==> config.mk <==
export PLATFORM = sky130hd
export DESIGN_NAME = cic_droop_decim
export DESIGN_NICKNAME = d
export VERILOG_FILES = /design/src/rtl/cic_eq_pkg.sv /design/src/rtl/cic_integ.sv /design/src/rtl/cic_comb.sv /design/src/rtl/droop_eq.sv /design/src/rtl/cic_droop_decim.sv
export SDC_FILE = /design/constraint.sdc
export NUM_CORES = 2
export LEC_CHECK = 0
export BUFFER_PORTS_ARGS = -buffer_cell sky130_fd_sc_hd__buf_2
export CAP_MARGIN = 40
export CORE_ASPECT_RATIO = 1.75
export CORE_MARGIN = 2
export CORE_UTILIZATION = 27
export DETAILED_ROUTE_END_ITERATION = 8
export SLEW_MARGIN = 0
export SYNTH_ARGS = -nofsm -noshare
export SYNTH_HDL_FRONTEND = slang
export SYNTH_HIERARCHICAL = 1
export SYNTH_SLANG_ARGS = --single-unit
==> constraint.sdc <==
create_clock -name clk -period 21.3 [get_ports clk]
set_clock_uncertainty 0.2 [all_clocks]
set_input_delay 2.13 -clock clk [delete_from_list [all_inputs] [get_ports clk]]
set_output_delay 2.13 -clock clk [all_outputs]
set_load 0.005 [all_outputs]
==> src/rtl/cic_eq_pkg.sv <==
package cic_eq_pkg;
  localparam int DEF_IN_W      = 4;
  localparam int DEF_RATE      = 16;
  localparam int DEF_ORDER     = 6;
  localparam int DEF_BETA_W    = 16;
  localparam int DEF_BETA_FRAC = 14;
  localparam int DEF_OUT_W     = 24;
endpackage

==> src/rtl/cic_integ.sv <==
module cic_integ #(
  parameter int ORDER = 6,
  parameter int W     = 28
) (
  input  logic                clk,
  input  logic                rst,
  input  logic                en,
  input  logic signed [W-1:0] x,
  output logic signed [W-1:0] sum_next
);
  logic signed [W-1:0] acc_q [ORDER];
  logic signed [W-1:0] acc_d [ORDER];

  for (genvar k = 0; k < ORDER; k++) begin : g_stage
    if (k == 0) begin : g_head
      assign acc_d[k] = acc_q[k] + x;
    end else begin : g_tail
      assign acc_d[k] = acc_q[k] + acc_d[k-1];
    end
    always_ff @(posedge clk) begin
      if (rst)     acc_q[k] <= '0;
      else if (en) acc_q[k] <= acc_d[k];
    end
  end

  assign sum_next = acc_d[ORDER-1];
endmodule

==> src/rtl/cic_comb.sv <==
module cic_comb #(
  parameter int ORDER = 6,
  parameter int W     = 28
) (
  input  logic                clk,
  input  logic                rst,
  input  logic                en,
  input  logic signed [W-1:0] x,
  output logic                y_valid,
  output logic signed [W-1:0] y
);
  logic signed [W-1:0] dly_q [ORDER];
  logic signed [W-1:0] diff  [ORDER+1];

  assign diff[0] = x;
  for (genvar k = 0; k < ORDER; k++) begin : g_stage
    assign diff[k+1] = diff[k] - dly_q[k];
    always_ff @(posedge clk) begin
      if (rst)     dly_q[k] <= '0;
      else if (en) dly_q[k] <= diff[k];
    end
  end

  always_ff @(posedge clk) begin
    if (rst) begin
      y_valid <= 1'b0;
      y       <= '0;
    end else begin
      y_valid <= en;
      if (en) y <= diff[ORDER];
    end
  end
endmodule

==> src/rtl/droop_eq.sv <==
module droop_eq #(
  parameter int W      = 28,
  parameter int BETA_W = 16,
  parameter int FRAC   = 14,
  parameter int OUT_W  = 24
) (
  input  logic                     clk,
  input  logic                     rst,
  input  logic                     in_valid,
  input  logic signed [W-1:0]      y,
  input  logic signed [BETA_W-1:0] beta,
  output logic                     out_valid,
  output logic signed [OUT_W-1:0]  out_sample
);
  localparam int CW    = BETA_W + 2;
  localparam int PW    = W + CW + 2;
  localparam int SHIFT = FRAC + (W - OUT_W);
  localparam logic signed [PW-1:0] HALF = PW'(64'sd1 <<< (SHIFT - 1));
  localparam logic signed [PW-1:0] MAXV = PW'((64'sd1 <<< (OUT_W - 1)) - 1);
  localparam logic signed [PW-1:0] MINV = -PW'(64'sd1 <<< (OUT_W - 1));

  logic signed [W-1:0]  t1_q, t2_q;
  logic signed [CW-1:0] side_c, ctr_c;
  logic signed [PW-1:0] acc_c, scaled_c;
  logic signed [OUT_W-1:0] sat_c;

  assign side_c = CW'(beta);
  assign ctr_c  = (CW'(1) <<< FRAC) + (side_c <<< 1);

  always_comb begin
    acc_c    = PW'(t1_q) * PW'(ctr_c) - PW'(side_c) * (PW'(y) + PW'(t2_q));
    scaled_c = (acc_c + HALF) >>> SHIFT;
    if (scaled_c > MAXV)      sat_c = MAXV[OUT_W-1:0];
    else if (scaled_c < MINV) sat_c = MINV[OUT_W-1:0];
    else                      sat_c = scaled_c[OUT_W-1:0];
  end

  always_ff @(posedge clk) begin
    if (rst) begin
      t1_q       <= '0;
      t2_q       <= '0;
      out_valid  <= 1'b0;
      out_sample <= '0;
    end else begin
      out_valid <= in_valid;
      if (in_valid) begin
        t1_q       <= y;
        t2_q       <= t1_q;
        out_sample <= sat_c;
      end
    end
  end
endmodule

==> src/rtl/cic_droop_decim.sv <==
module cic_droop_decim
  import cic_eq_pkg::*;
#(
  parameter int IN_W      = DEF_IN_W,
  parameter int RATE      = DEF_RATE,
  parameter int ORDER     = DEF_ORDER,
  parameter int BETA_W    = DEF_BETA_W,
  parameter int BETA_FRAC = DEF_BETA_FRAC,
  parameter int OUT_W     = DEF_OUT_W
) (
  input  logic                     clk,
  input  logic                     rst,
  input  logic                     in_valid,
  input  logic signed [IN_W-1:0]   in_sample,
  input  logic signed [BETA_W-1:0] beta,
  output logic                     out_valid,
  output logic signed [OUT_W-1:0]  out_sample
);
  localparam int CNT_W = $clog2(RATE);
  localparam int ACC_W = IN_W + ORDER * CNT_W;

  logic [CNT_W-1:0]         phase_q;
  logic                     tick;
  logic signed [BETA_W-1:0] beta_act_q;
  logic signed [ACC_W-1:0]  integ_sum;
  logic signed [ACC_W-1:0]  cic_y;
  logic                     cic_valid;

  assign tick = in_valid && (phase_q == CNT_W'(RATE - 1));

  always_ff @(posedge clk) begin
    if (rst) begin
      phase_q    <= '0;
      beta_act_q <= '0;
    end else begin
      if (in_valid) phase_q <= phase_q + 1'b1;
      if (tick)     beta_act_q <= beta;
    end
  end

  cic_integ #(.ORDER(ORDER), .W(ACC_W)) integ_i (
    .clk(clk), .rst(rst), .en(in_valid),
    .x(ACC_W'(in_sample)), .sum_next(integ_sum)
  );

  cic_comb #(.ORDER(ORDER), .W(ACC_W)) comb_i (
    .clk(clk), .rst(rst), .en(tick),
    .x(integ_sum), .y_valid(cic_valid), .y(cic_y)
  );

  droop_eq #(.W(ACC_W), .BETA_W(BETA_W), .FRAC(BETA_FRAC), .OUT_W(OUT_W)) eq_i (
    .clk(clk), .rst(rst), .in_valid(cic_valid), .y(cic_y), .beta(beta_act_q),
    .out_valid(out_valid), .out_sample(out_sample)
  );
endmodule

==> summary by stage <==
Placement
In this run the tool buffered the top-level ports with 47 buffer cells. The cell area after placement is 74510 µm². Routability-driven placement finished with a final weighted congestion of 0.8769. The HPWL after detailed placement is 149.7 mm.

Global route
The via count of the first global-routing pass is 56263. The sum of overflow across all layers after global routing is 0. The global-route wire length before repair is 297.2 mm.

Global routing consumed, over all layers together, 14.03% of the routing resources. The maximum number of pins on one net before global-route repair is 91. The initial antenna violation count was 4.

Critical path
The first element of the critical path is in_sample[0]. The worst setup path is launched from an input pin. The dominant cell type by count on the critical path is sky130_fd_sc_hd__ha_1. In this run the number of cells on the critical path is 71. The end of the critical path is comb_i/y[27]. The family with the most delay on the worst path is compound AO/OA/AOI/OAI gates. The critical path contains buffers and inverters numbering 2 combined. For the worst setup path, the data arrival time is 18.61 ns. The startpoint identified for the worst register-to-register timing path is integ_i/acc_q[0][0]. Along the worst path, the maximum fanout reaches 6. The slowest stage of the critical path belongs to the cell sky130_fd_sc_hd__a2111oi_0. The critical path's largest stage delay is 0.74 ns.

The critical path is of the in2reg type. The endpoint required time on the critical path is 21.62 ns. In this run the critical register-to-register path is captured at comb_i/y[27].

The worst register-to-register path has a depth of 70. The element type at the critical path end is a flip-flop. The worst register-to-register path has a setup slack of 4.21 ns.

Cells and area
The top cell types in the final layout, fill and taps aside, are sky130_fd_sc_hd__inv_1 (1505), sky130_fd_sc_hd__fa_1 (1035), sky130_fd_sc_hd__nand2_1 (737). The number of nets in the final layout is 9128. The post-route netlist has 4.824% of its cells at a drive strength greater than 1.

The library cell used most frequently in the layout, excluding fill and tap cells, is sky130_fd_sc_hd__inv_1. Compared with the post-synthesis result, the final layout area differs by 9.211%. After routing the design area is 76470 µm². The number of inserted filler cells in the final layout is 26983. The sequential cells in the finished layout cover a total of 12730 µm². The multi-input combinational cells in the finished layout cover a total of 50420 µm².

Floorplan
The area of the die is 263600 µm². Once the floorplan was initialized, standard cells occupied 27.10% of the core. The vertical die dimension is 677.7 µm. The horizontal extent of the die is 389.0 µm.

48 I/O pins were placed. The number of core rows is 247. The core region is 258400 µm².

Clocking
TritonCTS built the clock tree. The clock passes through at most 3 buffers. The CTS sink count is 466. Buffers inserted during clock tree synthesis total 55. After clock tree synthesis, the clock-pin slew on the worst setup and hold paths is 0.06 ns.

For this design, the CTS-stage hold fixing added 0 buffers. The tree is rooted in a sky130_fd_sc_hd__clkbuf_16. Once the clock tree was built, the resizer swapped 0 gates to a different size. The clock latency on the worst-skew pair is 0.65 ns. CTS built an H-tree with a depth of 2. After clock tree synthesis, the setup repair step added 0 buffers.

Logic synthesis
The cell area that synthesis handed to floorplanning was 70020 µm². The most common flop cell mapped by yosys is sky130_fd_sc_hd__edfxtp_1. In the post-synthesis netlist, the biggest area contributors are sky130_fd_sc_hd__fa_1 (30%), sky130_fd_sc_hd__edfxtp_1 (14%), sky130_fd_sc_hd__ha_1 (11%), sky130_fd_sc_hd__inv_1 (8.1%), sky130_fd_sc_hd__and2_1 (5.3%). The proportion of synthesized flip-flops having asynchronous set or reset is 0%. The number of nets handed over by synthesis was 9227. sky130_fd_sc_hd__fa_1 takes more of the synthesized area than any other cell. Synthesis handed over a netlist of 7577 instances. The count of flip-flops with a built-in enable after synthesis is 336. The fraction of post-synthesis cell area in the top cell type by area is 29.59%.

The count of synthesis-stage warnings from yosys is 6. Summing the sequential cell areas from Yosys gives 18.13% of the chip area. The distinct cell type count of the synthesized netlist is 110. Dividing the synthesized area by the synthesized cell count gives 9.241 µm². In this run, synthesis produced a sequential element count of 466.

Outcome
The run finished with clean final reports.

Detailed routing
The number of nets with antenna violations after routing is 0. The count of vias placed by the detailed router is 51177. Dividing the detail-routed wire length by the instance count gives 16.93 µm. The first routing iteration left 2268 violations. The overall routed net length is 184.3 mm. Dividing the detail-routed via count by the number of cells gives 4.701. The number of detailed-route iterations in the first pass is 5.

In the routed design, unresolved DRC markers number 0.

STA
The upper clock frequency limit is 0.05468 GHz. Measured against its own limit, the worst slew margin works out to 34.19%. The count of final hold-check violations is 0. At the pin with the least slew margin, the transition time is 0.9623 ns. Setup repair after global routing left no endpoint under its margin.

The final worst-path cycle share is 85.86%. Setup violations remaining at the end of the flow were counted as 0. The shortest period the worst path allows is 18.29 ns. The total negative slack for setup checks is 0 ns.

The number of max-slew violations in the final report is 0.

Worst hold path
The worst hold path class is reg2reg. The startpoint identified for the worst hold timing path is comb_i/y[22].

Flow run
The max capacitance violation total is 0.
state kept, by name, summed over array words and instances, names as in the netlist:
name / flops
comb_i/dly_q: 168
integ_i/acc_q: 168
comb_i/y: 28
eq_i/t1_q: 28
eq_i/t2_q: 28
eq_i/out_sample: 24
beta_act_q: 16
phase_q: 4
comb_i/y_valid: 1
eq_i/out_valid: 1
worst min-delay path, delay by kind of cell (launching register included):
kind,cells,cell delay [ns]
compound gates,1,0.06
flops,1,0.32
simple gates,1,0.05
cell families (layout without fill, tap and decap cells):
kind of cell / count (synthesis) / count (layout) / share of synthesized area [%]
AO/OA/AOI/OAI: 1000 / 1000 / 9.748
other: 0 / 1 / 0
AND/OR/NAND/NOR: 2217 / 2217 / 15.94
XOR/XNOR: 337 / 337 / 4.306
multiplexers: 119 / 119 / 1.723
flip-flops: 466 / 466 / 18.13
buffers and inverters: 1811 / 1759 / 9.987
adder cells (fa/ha/maj): 1627 / 1627 / 40.17
worst min path at each step:
stage | to | slack [ns] | cells past startpoint
floorplan | comb_i/y[27] | 0.24 | 2
global placement | comb_i/y[18] | 0.27 | 2
detailed placement | comb_i/y[19] | 0.28 | 2
CTS | comb_i/y[18] | 0.29 | 2
global route | eq_i/t2_q[24] | 0.32 | 2
finish | comb_i/y[22] | 0.29 | 2
cell usage after synthesis (11+ instances only):
cell                        number
sky130_fd_sc_hd__and3_1         37
sky130_fd_sc_hd__or3_1          35
sky130_fd_sc_hd__o21bai_1       38
sky130_fd_sc_hd__and2_1        598
sky130_fd_sc_hd__inv_1        1507
sky130_fd_sc_hd__edfxtp_1      336
sky130_fd_sc_hd__clkbuf_1      247
sky130_fd_sc_hd__ha_1          592
sky130_fd_sc_hd__o211ai_1       17
sky130_fd_sc_hd__xnor2_1       223
sky130_fd_sc_hd__nor3b_1        12
sky130_fd_sc_hd__a21boi_0       15
sky130_fd_sc_hd__nand4_1        21
sky130_fd_sc_hd__nor3_1         68
sky130_fd_sc_hd__mux2i_1       107
sky130_fd_sc_hd__nand3_1        63
sky130_fd_sc_hd__nor2b_1       108
sky130_fd_sc_hd__o21a_1         46
sky130_fd_sc_hd__a211oi_1       31
sky130_fd_sc_hd__dfxtp_1       130
sky130_fd_sc_hd__buf_4          29
sky130_fd_sc_hd__o31ai_1        15
sky130_fd_sc_hd__a21o_1        148
sky130_fd_sc_hd__o32ai_2        19
sky130_fd_sc_hd__a31oi_1        46
sky130_fd_sc_hd__nand2b_1      148
sky130_fd_sc_hd__xor2_1        109
sky130_fd_sc_hd__nand2_1       737
sky130_fd_sc_hd__o21ai_0       132
sky130_fd_sc_hd__nor2_1        323
sky130_fd_sc_hd__a21oi_1       280
sky130_fd_sc_hd__a2111oi_0      11
sky130_fd_sc_hd__fa_1         1035
sky130_fd_sc_hd__or2_2          15
sky130_fd_sc_hd__o21ai_1        57
sky130_fd_sc_hd__mux2_2         12
routing by layer:
metal / share of wire, % / wire length, µm / track usage, %
met4: 6.7 / 12290 / 8.076
met5: 0.015 / 27 / 0
met2: 55 / 102000 / 27.75
met1: 35 / 63860 / 13.94
met3: 3.3 / 6138 / 1.486
stage by stage:
stage	utilization [%]	std cells	hold WS, ns	setup WS, ns
after global routing	29.60	10886	0.3247	1.636
after CTS	29.59	10885	0.2913	3.102
after floorplan	-	7577	0.2425	4.864
after detailed placement	28.84	10781	0.2838	2.445
after global placement	28.52	10738	0.2685	2.474
final	29.60	10887	0.2878	3.013
final cells by class:
| type | count | share of cell area [%] |
|---|---|---|
| well taps | 3361 | 5.499 |
| diodes | 1 | 0.003272 |
| multi-input cells | 5300 | 65.93 |
| repair buffers | 147 | 1.965 |
| inverters | 1508 | 7.412 |
| flip-flops and latches | 466 | 16.65 |
| clock inverters | 30 | 0.3878 |
| clock buffers | 74 | 2.152 |
Power is left out: the tool's default activity adds up to more than one toggle a clock period on the data nets, which glitch-free logic cannot reach.
